## src/rtl/ir_pm_pkg.sv

```systemverilog
package ir_pm_pkg;
  localparam int unsigned PERIOD_W = 7;
  localparam int unsigned CNT_W    = 8;

  typedef struct packed {
    logic                valid;
    logic [PERIOD_W-1:0] period;
  } ir_status_t;
endpackage

```

## src/rtl/ir_tick_gen.sv

```systemverilog
module ir_tick_gen #(
  parameter int unsigned DIV = 125
) (
  input  logic clk_i,
  input  logic rst_ni,
  output logic tick_o
);
  generate
    if (DIV <= 1) begin : g_pass
      assign tick_o = 1'b1;
    end else begin : g_div
      localparam int unsigned W = $clog2(DIV);
      logic [W-1:0] cnt_q;
      always_ff @(posedge clk_i or negedge rst_ni) begin
        if (!rst_ni)                       cnt_q <= '0;
        else if (cnt_q == W'(DIV - 1))     cnt_q <= '0;
        else                               cnt_q <= cnt_q + 1'b1;
      end
      assign tick_o = (cnt_q == W'(DIV - 1));

      p_tick_gap_r3: assert property (@(posedge clk_i) disable iff (!rst_ni)
        tick_o |=> !tick_o);
    end
  endgenerate
endmodule

```

## src/rtl/ir_sync_edge.sv

```systemverilog
module ir_sync_edge #(
  parameter int unsigned STAGES = 2
) (
  input  logic clk_i,
  input  logic rst_ni,
  input  logic ir_i,
  output logic rise_o
);
  // sh_q[STAGES-1] is the synchronised level, sh_q[STAGES] its previous value
  logic [STAGES:0] sh_q;

  always_ff @(posedge clk_i or negedge rst_ni) begin
    if (!rst_ni) sh_q <= '0;
    else         sh_q <= {sh_q[STAGES-1:0], ir_i};
  end

  assign rise_o = sh_q[STAGES-1] & ~sh_q[STAGES];

  p_rise_single_r2: assert property (@(posedge clk_i) disable iff (!rst_ni)
    rise_o |=> !rise_o);
endmodule

```

## src/rtl/ir_period_cnt.sv

```systemverilog
module ir_period_cnt
  import ir_pm_pkg::*;
(
  input  logic       clk_i,
  input  logic       rst_ni,
  input  logic       tick_i,
  input  logic       rise_i,
  output ir_status_t status_o
);
  localparam logic [CNT_W-1:0] CNT_LIM = {CNT_W{1'b1}};
  localparam logic [CNT_W-1:0] SAT     = CNT_W'((1 << PERIOD_W) - 1);

  logic [CNT_W-1:0]    cnt_q, cnt_inc;
  logic [PERIOD_W-1:0] period_q;
  logic                valid_q, armed_q;

  // count includes a tick landing in the edge cycle, so N*DIV cycles read as N
  always_comb begin
    cnt_inc = cnt_q;
    if (tick_i && cnt_q != CNT_LIM) cnt_inc = cnt_q + 1'b1;
  end

  always_ff @(posedge clk_i or negedge rst_ni) begin
    if (!rst_ni) begin
      cnt_q    <= '0;
      period_q <= '0;
      valid_q  <= 1'b0;
      armed_q  <= 1'b0;
    end else if (rise_i) begin
      cnt_q   <= '0;
      armed_q <= 1'b1;
      if (armed_q) begin
        period_q <= (cnt_inc > SAT) ? SAT[PERIOD_W-1:0] : cnt_inc[PERIOD_W-1:0];
        valid_q  <= 1'b1;
      end
    end else begin
      cnt_q <= cnt_inc;
      if (cnt_inc == CNT_LIM) begin
        valid_q <= 1'b0;
        armed_q <= 1'b0;
      end
    end
  end

  assign status_o = '{valid: valid_q, period: period_q};

  p_valid_on_edge_r4: assert property (@(posedge clk_i) disable iff (!rst_ni)
    $rose(valid_q) |-> $past(rise_i));
  p_timeout_quiet_r6: assert property (@(posedge clk_i) disable iff (!rst_ni)
    $fell(valid_q) |-> !$past(rise_i));
  p_latch_on_edge_r7: assert property (@(posedge clk_i) disable iff (!rst_ni)
    !$stable(period_q) |-> $past(rise_i));
endmodule

```

## src/rtl/ir_period_meter.sv

```systemverilog
module ir_period_meter
  import ir_pm_pkg::*;
#(
  parameter int unsigned TICK_DIV    = 125,
  parameter int unsigned SYNC_STAGES = 2
) (
  input  logic       clk_i,
  input  logic       rst_ni,
  input  logic       ir_i,
  input  logic       rd_i,
  output logic [7:0] rdata_o
);
  logic       tick, rise;
  ir_status_t status;

  ir_tick_gen #(.DIV(TICK_DIV)) u_tick (
    .clk_i(clk_i), .rst_ni(rst_ni), .tick_o(tick));

  ir_sync_edge #(.STAGES(SYNC_STAGES)) u_sync (
    .clk_i(clk_i), .rst_ni(rst_ni), .ir_i(ir_i), .rise_o(rise));

  ir_period_cnt u_cnt (
    .clk_i(clk_i), .rst_ni(rst_ni), .tick_i(tick), .rise_i(rise),
    .status_o(status));

  always_ff @(posedge clk_i or negedge rst_ni) begin
    if (!rst_ni)   rdata_o <= '0;
    else if (rd_i) rdata_o <= status;
  end

  p_rdata_hold_r8: assert property (@(posedge clk_i) disable iff (!rst_ni)
    !$past(rd_i) |-> $stable(rdata_o));
endmodule

```

## config.mk

```make
export PLATFORM = sky130hd
export DESIGN_NAME = ir_period_meter
export DESIGN_NICKNAME = d
export VERILOG_FILES = /design/src/rtl/ir_pm_pkg.sv /design/src/rtl/ir_tick_gen.sv /design/src/rtl/ir_sync_edge.sv /design/src/rtl/ir_period_cnt.sv /design/src/rtl/ir_period_meter.sv
export SDC_FILE = /design/constraint.sdc
export NUM_CORES = 1
export LEC_CHECK = 0
export BUFFER_PORTS_ARGS = -buffer_cell sky130_fd_sc_hd__buf_2
export CAP_MARGIN = 5
export CORE_MARGIN = 5
export CORE_UTILIZATION = 50
export CTS_BUF_LIST = sky130_fd_sc_hd__clkbuf_8
export CTS_CLUSTER_DIAMETER = 50
export DETAILED_ROUTE_END_ITERATION = 10
export GPL_TIMING_DRIVEN = 0
export PLACE_DENSITY = 0.72
export SETUP_SLACK_MARGIN = 0.15
export SLEW_MARGIN = 10
export SYNTH_ARGS = -nofsm -noshare
export SYNTH_HDL_FRONTEND = slang
export SYNTH_SLANG_ARGS = --single-unit
```

## constraint.sdc

```tcl
create_clock -name clk_i -period 5.1 [get_ports clk_i]
set_input_delay 0.255 -clock clk_i [delete_from_list [all_inputs] [get_ports clk_i]]
set_output_delay 0.255 -clock clk_i [all_outputs]
set_load 0.005 [all_outputs]
```

**After elaboration in Yosys (flattened, before gate mapping)**

Index checks and enable logic that the tools add are counted.

- Flip-flop bits (word level): 35
- Input port bits: 4
- Output and inout port bits: 8
- Word-level logic and storage cells: 28

- Eq/ne operators: 4
- Reductions and logical operators: 4
- Bitwise gates (word level): 2
- Mux-type cells: 8
- Add/sub/neg operators: 2
- Order comparisons: 1

Operator list:

| cell | count |
|---|---|
| 8-bit 2-to-1 mux | 2 |
| 7-bit 2-to-1 mux | 2 |
| 8-bit by 1-bit adder with 8-bit output (second input constant) | 1 |
| 8-bit equality test (second input constant) | 1 |
| 8-bit by 7-bit greater-than comparator with 1-bit output (second input constant) | 1 |
| 8-bit inequality test (second input constant) | 1 |
| 7-bit by 1-bit adder with 7-bit output (second input constant) | 1 |
| 7-bit equality test (second input constant) | 1 |
| 1-bit 2-to-1 mux | 4 |
| 2-bit AND reduction | 2 |
| 2-bit by 1-bit inequality test with 1-bit output (second input constant) | 1 |
| 2-bit nonzero test | 1 |
| 1-bit bitwise AND | 1 |
| 1-bit logical AND | 1 |
| 1-bit inverter | 1 |

**Depth between registers and ports, before layout**

- Depth after elaboration: 6
- Depth in mapped cells: 7

**Hierarchy**

A second synthesis with hierarchy kept.

- Cells, all modules: 152
- Area, all modules: 1,685.4 um^2

By module, submodules not included:

| module | sequential area each (um^2) | area each (um^2) | instances | cells an instance |
|---|---|---|---|---|
| ir_period_cnt | 425.4 | 919.6 | 1 | 100 |
| ir_tick_gen | 175.2 | 345.3 | 1 | 31 |
| ir_period_meter | 200.2 | 331.6 | 1 | 17 |
| ir_sync_edge | 75.1 | 88.8 | 1 | 4 |

**Worst setup path before layout**

OpenSTA, ideal clock, no wires.

- Path type: register to register
- From: reg u_tick.g_div.cnt_q[0]
- To: reg u_cnt.armed_q
- Setup slack: 3,189 ps
- Period minus slack after synthesis: 1,911 ps
- Stages on the path, launching flop included: 8
- Library setup time: 138 ps
- Buffers on the path: 0
- Data arrival time: 1,773 ps
- Cells stage by stage: dfrtp_1 inv_1 ha_1 nand2_1 nor4_4 mux2i_1 a2111oi_2 a21oi_1

- Word-level cells in the longest chain between the ends: 5

RTL lines:

| item | RTL line | text |
|---|---|---|
| start, declared | ir_tick_gen.sv:13 | `logic [W-1:0] cnt_q;` |
| start signal, assigned | ir_tick_gen.sv:17 | `else cnt_q <= cnt_q + 1'b1;` |
| 7-bit equality test | ir_tick_gen.sv:19 | `assign tick_o = (cnt_q == W'(DIV - 1));` |
| 1-bit logical AND | ir_period_cnt.sv:20 | `if (tick_i && cnt_q != CNT_LIM) cnt_inc = cnt_q + 1'b1;` |
| 8-bit 2-to-1 mux | ir_period_cnt.sv:20 |  |
| 8-bit equality test | ir_period_cnt.sv:38 | `if (cnt_inc == CNT_LIM) begin` |
| 2-bit nonzero test (no line) | - |  |
| end signal, assigned | ir_period_cnt.sv:28 | `armed_q <= 1'b0;` |
| end signal, assigned | ir_period_cnt.sv:31 | `armed_q <= 1'b1;` |
| end signal, assigned | ir_period_cnt.sv:40 | `armed_q <= 1'b0;` |
| end, declared | ir_period_cnt.sv:15 | `logic valid_q, armed_q;` |

Every way passes these cells.
A chain may end at the register's enable or synchronous reset.

**Final worst setup path**

- From: reg u_tick.g_div.cnt_q[0]
- To: reg u_cnt.valid_q

- Word-level cells in the longest chain between the ends: 6

RTL lines:

| item | RTL line | text |
|---|---|---|
| 7-bit equality test | ir_tick_gen.sv:19 |  |
| 1-bit logical AND | ir_period_cnt.sv:20 |  |
| 8-bit 2-to-1 mux | ir_period_cnt.sv:20 |  |
| 8-bit equality test | ir_period_cnt.sv:38 |  |
| 2-bit nonzero test (no line) | - |  |
| 2-bit AND reduction (no line) | - |  |
| end signal, assigned | ir_period_cnt.sv:27 | `valid_q <= 1'b0;` |
| end signal, assigned | ir_period_cnt.sv:34 | `valid_q <= 1'b1;` |
| end signal, assigned | ir_period_cnt.sv:39 | `valid_q <= 1'b0;` |
| end, declared | ir_period_cnt.sv:15 |  |

Every way passes these cells.

==> metrics list <==
- For the worst setup path, the data required time is approximately 5.3 ns.
- Flop and latch count out of synthesis: 35
* Final worst path period need: approximately 2.2 ns
- Arithmetic-cell share of the synthesized area counting full adders, half adders and majority gates: 2.33%
* Top cell type's share of synthesized area: 54.4%
- The worst setup path is captured at a flip-flop.
- Overall routed net length: around 3000 microns
* Cells taking the most area after synthesis: dfrtp_1 54%, mux2_2 6.3%, nor2_1 5.4%
- Max-cap violations in this run came to 0.
- The later pin in the worst-skew pair is clocked with a latency of 0.30 ns.
- Die area: about 0.0045 sq mm
- Max-slew headroom at the worst pin: 50.7%
- Part of the Yosys area used for sequential elements: 54.4%
- Final hold slack: 0.0226 ns
- After detailed routing, the number of vias per cell comes to 5.60.
- Adding up every negative setup slack in the final design gives 0 ns.
- Area inside the core boundary: 0.00308 sq mm
- Buffers placed on the I/O ports in this run total 10.
- The net count of the finished layout is 170.
- Highest ir drop seen on vdd: between 0.2 and 0.3 mV
- First-pass GRT wire length: approximately 5300 microns
- Entering global routing, the biggest net connects 36 pins.
- Violation count after the first detailed-route iteration: 68
* Area used by multi-input combinational logic: 703 sq um
* Area Overhead vs Synth: 13.5%
- The count of endpoints failing hold in the final timing report is 0.
- Number of CTS-inserted buffers: 5
- Main combinational cell family by area after synthesis: simple AND/OR/NAND/NOR gates
- Filler Cell Count: 265
- Dividing total power by cell area gives a power density of 320 mW/mm^2.
- Synthesis Warnings: 0
- Clock Pin Slew Worst Setup and Hold Paths: ~0.070 ns
- Dividing the final minimum period by the clock period gives 43.3%.
- Clock Skew: 0.0106 ns
- Synth unique cells: 33
- Max frequency: 453 MHz
* Portion of netlist area occupied by mux cells: under 10%
- The pre-antenna-repair detailed-routing pass consisted of 4 iterations.
- In this run the clock root is driven by a clkbuf_8.
* CP Launch Type: flip-flop
* Critical path fanouts, max: 5
- Complex-gate fraction of the synthesized area: about a tenth
- Die boundary width: 66.8 microns
* I/O pin total: 12
- Summing every instance area after synthesis gives roughly 0.0016 sq mm.
- Arrival time at the worst endpoint: between 2 and 2.5 ns
* Resize count post-CTS: 0
* CTS sink cnt: 35
- Tracing the worst setup path back leads to its startpoint at u_tick.g_div.cnt_q[0].
- Half-perimeter wire length of the detailed placement result: 2190 microns
* Cell taking the most area after synthesis: dfrtp_1
- RSZ-0062 raised after global routing: no
- The longest clock path from root to sink contains 2 buffers.
* CTS tree: yes
* Antenna viol nets, final: 0
- The routed layout has 1164 vias.
- Syn Area/Cell: 11.0 sq um
* Launch instance of the worst register-to-register path: u_tick.g_div.cnt_q[0]
- Setup violation total in the final timing report: 0
- The floorplan has 20 rows.
- The critical path is of the reg -> reg type.
* Parity-gate share of the synthesized area counting xor and xnor cells: 2.72%
- Vertical extent of the die: 66.8 microns
- Fraction of final layout cells sized beyond drive strength 1: 20.1%
* Initial core utilization: 52.3%
- Status: finished, final reports clean
- In the routed design, unresolved DRC markers number 0.
* Synthesized-area fraction occupied by and/or/nand/nor cells: 19.3%
* Vias in the first global route: 1191
- Summed over all cells, the static leakage comes to 0.760 nW.
- After global routing the overflow that remains totals 0.
* Instance count of the mapped netlist: 146
- 0 antenna diodes ended up in the layout.
- Dividing the detail-routed wire length by the instance count gives around 15 microns.
- Number of nets produced by synthesis: 153
* Worst Tran Pin Value: 0.740 ns
* Count of buffers added by post-CTS timing repair for setup: 0
- The number of slew-limit violations in the final report is 0.
- Number of antenna violations at the first check in global routing: 0
- Routability-driven placement finished with a final weighted congestion of 0.857.
* Worst min path class: in -> async
- GRT Resource Usage Total: 16.1%
- The H-tree was split into 2 levels.
- Summing all flip-flop and latch instances after layout gives between 800 and 900 sq um.
- Count of hold-fix buffers inserted at cts: 0
==> kinds of logic (layout without fill, tap and decap cells) <==
logic type | Yosys count | count (layout)
and+or+nand+nor | 59 | 59
DFF | 35 | 35
adders and majority gates | 3 | 3
muxes | 14 | 14
AOI/OAI and AO/OA | 22 | 22
xor gates and xnor gates | 5 | 5
buffers and inverters | 8 | 26
==> worst max-delay path, cell delays in order (launching register included) <==
cell       delay (ns)
dfrtp_1          0.41
inv_1            0.08
ha_1             0.28
nand2_1          0.18
nor4_4           0.34
mux2i_1          0.25
a2111oi_2        0.43
a21oi_1          0.11
==> power breakdown <==
part           total, mW  switching, mW  internal, mW  leakage (nW)
Sequential         0.300        0.00676         0.293         0.429
Clock              0.249          0.103         0.145        0.0581
Combinational     0.0363         0.0189        0.0175         0.273
==> layer usage <==
metal	vias to the layer above	global-route usage [%]	part of all wire (%)
met2	30	26.4	48
met5	-	0	0
li1	552	-	-
met1	576	19.2	45
met4	0	6.85	1.5
met3	6	5.23	5.4
==> state kept, by name, summed over array words and instances (netlist names) <==
register	count
rdata_o	8
u_cnt.cnt_q	8
u_cnt.valid_q	1
u_cnt.period_q	7
u_tick.g_div.cnt_q	7
u_sync.sh_q	3
u_cnt.armed_q	1
==> path summary, 6_finish.rpt <==
kind                       slack, ns  cells after the start                     to
max in group asynchronous       4.60                      1      u_cnt.period_q[3]
min in group clk_i              0.07                      1         u_sync.sh_q[0]
max reg2reg                     2.89                      7          u_cnt.valid_q
min                             0.02                      1  u_tick.g_div.cnt_q[6]
max                             2.89                      7          u_cnt.valid_q
min reg2reg                     0.35                      0         u_sync.sh_q[1]
==> Yosys cell counts (all sizes together) <==
master / n
nand4: 4
nor2: 23
a21oi: 7
o2111ai: 1
o2111a: 1
and4: 2
nor3: 2
xor2: 2
o21ai: 6
and3: 1
clkbuf: 3
nand2b: 1
nand3b: 1
nor4: 3
buf: 1
nor2b: 2
nand3: 6
xnor2: 3
ha: 3
o221ai: 1
dfrtp: 35
mux2i: 5
a31oi: 4
inv: 4
mux2: 9
or4: 1
a211oi: 1
a2111oi: 1
nand2: 12
and2: 1
==> placed cells by master, fill, tap and decap left out, types with 2 or more instances in the layout <==
cell type,n
nor3_1,2
nor4_1,2
clkbuf_1,3
a31oi_1,4
nor2b_1,2
nand4_1,3
xnor2_1,3
nor2_1,23
inv_1,4
buf_2,11
a21oi_1,7
xor2_1,2
mux2i_1,5
nand2_1,12
mux2_2,9
ha_1,3
o21ai_0,6
nand3_1,6
dfrtp_1,35
clkbuf_8,5
==> metrics by stage <==
step           cell area, sq um  power [mW]  setup slack, ns  std cells  util, %
2_1_floorplan              1610       0.324             3.19        146        -
4_1_cts                    1830       0.589             2.91        208     59.4
3_5_place_dp               1720       0.343             2.92        200     55.7
5_1_grt                    1830       0.608             2.68        208     59.4
6_report                   1830       0.585             2.89        208     59.4
3_3_place_gp               1720       0.341             2.97        200     55.7
==> final cells by class <==
cell class,instances,area share [%]
Buffer,4,0.890
Clock buffer,5,3.76
Clock inverter,3,2.40
Inverter,4,0.821
Multi-Input combinational cell,103,38.5
Sequential cell,35,47.9
Tap cell,44,3.01
Timing Repair Buffer,10,2.74
Note: power is estimated with default switching activity, not from simulation.
